**src/rtl/doorbell_pkg.sv**
```systemverilog
package doorbell_pkg;
  // Offsets within the window whose values the block's behaviour depends on
  localparam int unsigned INDEX_OFFSET   = 'h140;
  localparam int unsigned SUMMARY_OFFSET = 'h120;
  localparam int unsigned SLOT_SHIFT     = 4;     // banks sit 0x10 apart

  typedef enum logic [2:0] {
    RD_NONE,
    RD_BANK,
    RD_SUMMARY,
    RD_ZERO,
    RD_ERROR
  } rd_kind_e;
endpackage

```
**src/rtl/doorbell_decode.sv**
```systemverilog
module doorbell_decode
  import doorbell_pkg::*;
#(
  parameter int ADDR_W    = 9,
  parameter int DATA_W    = 32,
  parameter int NUM_BANKS = 8,
  localparam int SEL_W    = $clog2(NUM_BANKS),
  localparam int BIT_W    = $clog2(DATA_W)
) (
  input  logic [ADDR_W-1:0]    wr_addr,
  input  logic                 wr_en,
  input  logic [DATA_W-1:0]    wr_data,
  input  logic [ADDR_W-1:0]    rd_addr,
  input  logic                 rd_en,
  output logic                 set_en,
  output logic [SEL_W-1:0]     set_bank,
  output logic [BIT_W-1:0]     set_bit,
  output logic [NUM_BANKS-1:0] clr_vec,
  output rd_kind_e             rd_kind,
  output logic [SEL_W-1:0]     rd_bank
);
  localparam int SLOT_W = ADDR_W - SLOT_SHIFT;
  localparam int LOW_W  = DATA_W - SEL_W - BIT_W;
  localparam logic [ADDR_W-1:0] IDX_A = ADDR_W'(INDEX_OFFSET);
  localparam logic [ADDR_W-1:0] SUM_A = ADDR_W'(SUMMARY_OFFSET);
  localparam logic [SLOT_W-1:0] NB_SLOT = SLOT_W'(NUM_BANKS);

  logic [SLOT_W-1:0] rd_slot;
  logic              rd_aligned;
  logic              unused_low;

  assign rd_slot    = rd_addr[ADDR_W-1:SLOT_SHIFT];
  assign rd_aligned = (rd_addr[SLOT_SHIFT-1:0] == '0);
  assign unused_low = ^wr_data[LOW_W-1:0];

  // Index write: the aligned index offset only; bank and bit come from the top fields
  assign set_en   = wr_en && (wr_addr == IDX_A);
  assign set_bank = wr_data[DATA_W-1 -: SEL_W];
  assign set_bit  = wr_data[DATA_W-1-SEL_W -: BIT_W];
  assign rd_bank  = rd_slot[SEL_W-1:0];

  always_comb begin
    if (!rd_en)                     rd_kind = RD_NONE;
    else if (!rd_aligned)           rd_kind = RD_ERROR;
    else if (rd_slot < NB_SLOT)     rd_kind = RD_BANK;
    else if (rd_addr == SUM_A)      rd_kind = RD_SUMMARY;
    else                            rd_kind = RD_ZERO;
  end

  always_comb begin
    clr_vec = '0;
    if (rd_kind == RD_BANK) clr_vec[rd_bank] = 1'b1;
  end
endmodule

```
**src/rtl/doorbell_slot.sv**
```systemverilog
module doorbell_slot #(
  parameter int DATA_W = 32,
  localparam int BIT_W = $clog2(DATA_W)
) (
  input  logic              clk,
  input  logic              rst,
  input  logic              set_en,
  input  logic [BIT_W-1:0]  set_bit,
  input  logic              clr_en,
  output logic [DATA_W-1:0] value
);
  logic [DATA_W-1:0] set_mask;
  logic [DATA_W-1:0] base;

  assign set_mask = set_en ? (DATA_W'(1) << set_bit) : '0;
  // A clearing read empties the old contents; a bit set in the same cycle survives
  assign base     = clr_en ? '0 : value;

  always_ff @(posedge clk) begin
    if (rst) value <= '0;
    else     value <= base | set_mask;
  end

  AST_SET_BIT_LANDS: assert property (@(posedge clk) disable iff (rst)
    set_en |=> value[$past(set_bit)]);
  AST_OLD_BITS_KEPT: assert property (@(posedge clk) disable iff (rst)
    (set_en && !clr_en) |=> ((value & $past(value)) == $past(value)));
  AST_CLEAR_EMPTIES: assert property (@(posedge clk) disable iff (rst)
    (clr_en && !set_en) |=> (value == '0));
  AST_MERGE_ONE_BIT: assert property (@(posedge clk) disable iff (rst)
    (clr_en && set_en) |=> ($countones(value) == 1));
  AST_IDLE_STABLE: assert property (@(posedge clk) disable iff (rst)
    (!clr_en && !set_en) |=> $stable(value));
endmodule

```
**src/rtl/doorbell_readmux.sv**
```systemverilog
module doorbell_readmux
  import doorbell_pkg::*;
#(
  parameter int DATA_W    = 32,
  parameter int NUM_BANKS = 8,
  localparam int SEL_W    = $clog2(NUM_BANKS)
) (
  input  logic [DATA_W-1:0] banks [NUM_BANKS],
  input  rd_kind_e          rd_kind,
  input  logic [SEL_W-1:0]  rd_bank,
  output logic              rd_load,
  output logic [DATA_W-1:0] rd_next
);
  assign rd_load = (rd_kind != RD_NONE);

  always_comb begin
    rd_next = '0;
    case (rd_kind)
      RD_BANK:    rd_next = banks[rd_bank];
      RD_SUMMARY: for (int i = 0; i < NUM_BANKS; i++) rd_next[i] = |banks[i];
      RD_ERROR:   rd_next = '1;
      default:    rd_next = '0;
    endcase
  end
endmodule

```
**src/rtl/doorbell_bank.sv**
```systemverilog
module doorbell_bank
  import doorbell_pkg::*;
#(
  parameter int ADDR_W    = 9,
  parameter int DATA_W    = 32,
  parameter int NUM_BANKS = 8,
  localparam int SEL_W    = $clog2(NUM_BANKS),
  localparam int BIT_W    = $clog2(DATA_W)
) (
  input  logic                 clk,
  input  logic                 rst,
  input  logic [ADDR_W-1:0]    wr_addr,
  input  logic                 wr_en,
  input  logic [DATA_W-1:0]    wr_data,
  input  logic [ADDR_W-1:0]    rd_addr,
  input  logic                 rd_en,
  output logic [DATA_W-1:0]    rd_data,
  output logic [NUM_BANKS-1:0] irq
);
  localparam logic [ADDR_W-1:0] SUM_A = ADDR_W'(SUMMARY_OFFSET);

  logic                 set_en;
  logic [SEL_W-1:0]     set_bank;
  logic [BIT_W-1:0]     set_bit;
  logic [NUM_BANKS-1:0] clr_vec;
  rd_kind_e             rd_kind;
  logic [SEL_W-1:0]     rd_bank;
  logic [DATA_W-1:0]    banks [NUM_BANKS];
  logic                 rd_load;
  logic [DATA_W-1:0]    rd_next;

  doorbell_decode #(.ADDR_W(ADDR_W), .DATA_W(DATA_W), .NUM_BANKS(NUM_BANKS)) u_decode (
    .wr_addr(wr_addr), .wr_en(wr_en), .wr_data(wr_data),
    .rd_addr(rd_addr), .rd_en(rd_en),
    .set_en(set_en), .set_bank(set_bank), .set_bit(set_bit),
    .clr_vec(clr_vec), .rd_kind(rd_kind), .rd_bank(rd_bank)
  );

  for (genvar g = 0; g < NUM_BANKS; g++) begin : g_slot
    doorbell_slot #(.DATA_W(DATA_W)) u_slot (
      .clk(clk), .rst(rst),
      .set_en(set_en && (set_bank == SEL_W'(g))),
      .set_bit(set_bit),
      .clr_en(clr_vec[g]),
      .value(banks[g])
    );
    assign irq[g] = |banks[g];
  end

  doorbell_readmux #(.DATA_W(DATA_W), .NUM_BANKS(NUM_BANKS)) u_readmux (
    .banks(banks), .rd_kind(rd_kind), .rd_bank(rd_bank),
    .rd_load(rd_load), .rd_next(rd_next)
  );

  always_ff @(posedge clk) begin
    if (rst)          rd_data <= '0;
    else if (rd_load) rd_data <= rd_next;
  end

  AST_MISALIGNED_ALL_ONES: assert property (@(posedge clk) disable iff (rst)
    (rd_en && rd_addr[3:0] != 4'h0) |=> (rd_data == '1));
  AST_MISALIGNED_NO_CLEAR: assert property (@(posedge clk) disable iff (rst)
    (rd_en && rd_addr[3:0] != 4'h0 && !wr_en) |=> $stable(irq));
  AST_SUMMARY_NO_CLEAR: assert property (@(posedge clk) disable iff (rst)
    (rd_en && rd_addr == SUM_A && !wr_en) |=> $stable(irq));
  AST_RDATA_HOLDS: assert property (@(posedge clk) disable iff (rst)
    !rd_en |=> $stable(rd_data));
  AST_INDEX_RAISES_IRQ: assert property (@(posedge clk) disable iff (rst)
    set_en |=> irq[$past(set_bank)]);
endmodule

```
**config.mk**
```make
export PLATFORM = sky130hd
export DESIGN_NAME = doorbell_bank
export DESIGN_NICKNAME = d
export VERILOG_FILES = /design/src/rtl/doorbell_pkg.sv /design/src/rtl/doorbell_decode.sv /design/src/rtl/doorbell_slot.sv /design/src/rtl/doorbell_readmux.sv /design/src/rtl/doorbell_bank.sv
export SDC_FILE = /design/constraint.sdc
export NUM_CORES = 1
export LEC_CHECK = 0
export ABC_CLOCK_PERIOD_IN_PS = 3100
export BUFFER_PORTS_ARGS = -buffer_cell sky130_fd_sc_hd__buf_2
export CORE_MARGIN = 4
export CORE_UTILIZATION = 55
export DETAILED_ROUTE_END_ITERATION = 10
export GPL_TIMING_DRIVEN = 0
export PLACE_DENSITY_LB_ADDON = 0.1
export SKIP_CTS_REPAIR_TIMING = 1
export SYNTH_ARGS = -nofsm -noshare
export SYNTH_HDL_FRONTEND = slang
export SYNTH_HIERARCHICAL = 1
export SYNTH_SLANG_ARGS = --single-unit
```
**constraint.sdc**
```tcl
create_clock -name clk -period 3.1 [get_ports clk]
set_input_delay 0.93 -clock clk [delete_from_list [all_inputs] [get_ports clk]]
set_output_delay 0.93 -clock clk [all_outputs]
set_load 0.01 [all_outputs]
```
==> impl_metrics.csv <==
group,metric,value,unit
setup_path,critical_path_class,"in2reg",
sta,finalMaxSlewViolations,0,
worst_hold_path,hold_path_class,"reg2reg",
pwr,combPwrFrac,0.073,
global_routing,grt_max_degree,78,
setup_path,regToRegEndpoint,"rd_data[7]",
logic_synthesis,postSynth.asyncResetShare,0,
logic_synthesis,yosysWarningCount,6,
floorplan,pin_count,94,
floorplan,die_x,165,um
setup_path,cp_max_fo,10,
sta,period_share,0.993,
cts,clk_pin_slew,0.06,ns
sta,slew_headroom,0.327,
global_routing,antenna_found_initial,1,
layout,layout_common_cells,"dfxtp_1 (288), a22o_1 (128), o2bb2ai_1 (120)",
layout,syn2layout_area_growth,13.0,%
worst_hold_path,min_from,"rd_data[19]",
sta,finalCriticalPeriod,3.08,ns
logic_synthesis,ys.flop_type,"dfxtp_1",
logic_synthesis,synth_edf_count,0,
layout,final_util,0.633,
setup_path,r2r_cells,5,
sta,rsz0062_at_grt,"false",
placed_design,pre_cts_slack,-0.808,ns
floorplan,initial_core_util,0.560,
placed_design,gp_congestion,1.03,
cts,cts_buffers,30,
cts,h-tree-depth,1,
setup_path,startpoint_type,"input pin",
global_routing,grt_pass1_vias,11132,
logic_synthesis,syn_area,0.0136,sq mm
pwr,power.leakage,5.84,nW
setup_path,required,3.59,ns
setup_path,r2r-start,"g_slot[7].u_slot/value[17]",
drt,vias,12357,
drt,drc_errors,0,
setup_path,regToRegSetupSlack,1.12,ns
cts,cts_tree,"yes",
job,drv_cap,0,
cts,clkSinkCount,288,
sta,tightestPinTransition,1.00,ns
layout,nNetsFinal,1345,
sta,max_freq,0.325,GHz
pwr,peakVddDrop,492,uV
logic_synthesis,netlist_instances,1198,
pwr,internal-power,6.15,mW
sta,finalHoldViolations,0,
global_routing,grt.total_usage,0.341,
cts,clock_path_buffers,3,
floorplan,die_h,165,um
logic_synthesis,ys_ff_latch,288,
cts,cts_root_buf,"clkbuf_16",
floorplan,die_area,0.0274,sq mm
pwr,power_switching,1.95,mW
worst_hold_path,holdPathEnd,"rd_data[19]",
drt,first_iter_violations,2065,
global_routing,grt_pass1_wl,71.4,mm
cts,clk_latency,0.57,ns
pwr,sw_frac_of_total,0.241,
logic_synthesis,synth_cell_type_count,44,
drt,routed_wl,48.0,mm
sta,setup_viol_count_final,0,
global_routing,grt.overflow.total,0,
pwr,pwr-share-clk,0.464,
layout,drive_above_1_share,0.216,
placed_design,port_buffers,61,
layout,mostFrequentLayoutCell,"dfxtp_1",
drt,avgViaCountPerCell,7.55,
logic_synthesis,synth-seq-area-share,0.423,
placed_design,post-dp-hpwl,34.8,mm
pwr,seqPwrFrac,0.462,
pwr,power_density,526,mW/mm^2
pwr,finalPower,8.10,mW
worst_hold_path,min_path_cells,2,
drt,wire_per_inst,29.3,um
status,outcome,"complete, no violations",
drt,final_antenna_net_count,0,
setup_path,critPathCaptureType,"register",
logic_synthesis,syn_area_per_cell,11.4,sq um
sta,fin_worst_skew,0.0142,ns
floorplan,coreArea,0.0243,sq mm
drt,detail_route.first_pass.iterations,6,
sta,setup_ws,0.0208,ns
floorplan,row_count,57,
logic_synthesis,syn_nets,1252,
setup_path,arrival,3.56,ns
==> sequential cells by signal (all words and copies together) (netlist names) <==
signal	count
g_slot.u_slot/value	256
rd_data	32
==> synthesized netlist by cell type (all sizes together) (10+ instances only) <==
cell | instances | area (sq um)
dfxtp | 288 | 5770
a22o | 128 | 1120
nor4 | 121 | 807
o2bb2ai | 120 | 1050
mux2i | 88 | 881
buf | 60 | 395
nor2 | 50 | 208
mux4 | 48 | 1110
nand4 | 32 | 200
o21ai | 32 | 160
nand4b | 25 | 219
and4bb | 24 | 300
nor3 | 20 | 100
or3b | 19 | 186
a22oi | 16 | 120
nor3b | 16 | 120
nand2 | 11 | 41.3
clkbuf | 10 | 37.5
nand3b | 10 | 75.1
or3 | 10 | 62.6
or4 | 10 | 78.8
==> routing by layer <==
layer  wire, um  vias to the layer above  track usage
met5         19                        -            0
met4       2030                        2        0.117
met3       6530                      175        0.105
met2      18700                      977        0.446
met1      20700                     6003        0.527
li1           -                     5200            -
==> final cells by class <==
cell class | count | area [sq um]
inverters | 1 | 3.75
fillers | 1999 | 8920
well taps | 324 | 405
flip-flops and latches | 288 | 5770
clock inverters | 14 | 206
diodes | 1 | 2.50
plain buffers | 70 | 434
repair buffers | 61 | 308
multi-input cells | 839 | 7450
clock buffers | 38 | 821
==> power groups by stage <==
stage	registers [mW]	logic (mW)	clock network (mW)
finish	3.74	0.595	3.76
global route	3.74	0.628	3.94
CTS	3.74	0.579	3.78
detailed placement	3.83	0.578	0
global placement	3.83	0.570	0
floorplan	3.83	0.378	0
==> critical path, stage by stage <==
cell      delay [ns]
buf_2           0.10
or4_4           0.53
a311oi_1        0.83
nand2_1         0.29
clkbuf_1        0.33
o21ai_1         0.34
mux2i_1         0.12
nor2_1          0.09
==> metrics by stage <==
step	TNS, ns	hold slack, ns	area [sq um]	std cells
6_report	0	0.497	15400	1636
5_1_grt	0	0.518	15400	1635
4_1_cts	-1.39	0.502	15400	1635
3_5_place_dp	-56.43	0.484	14300	1583
3_3_place_gp	-72.97	0.469	14300	1583
2_1_floorplan	0	0.467	13600	1198
==> kinds of logic (layout without fill, tap and decap cells) <==
family	Yosys count	in the layout	synth area share
AOI/OAI and AO/OA	313	313	0.197
xor gates and xnor gates	1	1	0.000643
buffers and inverters	71	184	0.0320
DFF	288	288	0.423
muxes	136	136	0.146
other	0	1	0
and+or+nand+nor	389	389	0.201
==> worst max-delay path by stage <==
stage | from | endpoint
floorplan | rd_addr[1] | rd_data[10]
global placement | wr_addr[1] | g_slot[0].u_slot/value[26]
detailed placement | rd_addr[1] | rd_data[7]
CTS | rd_addr[1] | rd_data[7]
global route | rd_addr[1] | rd_data[7]
finish | rd_addr[1] | rd_data[7]
Power figures use the tool's default switching activity.
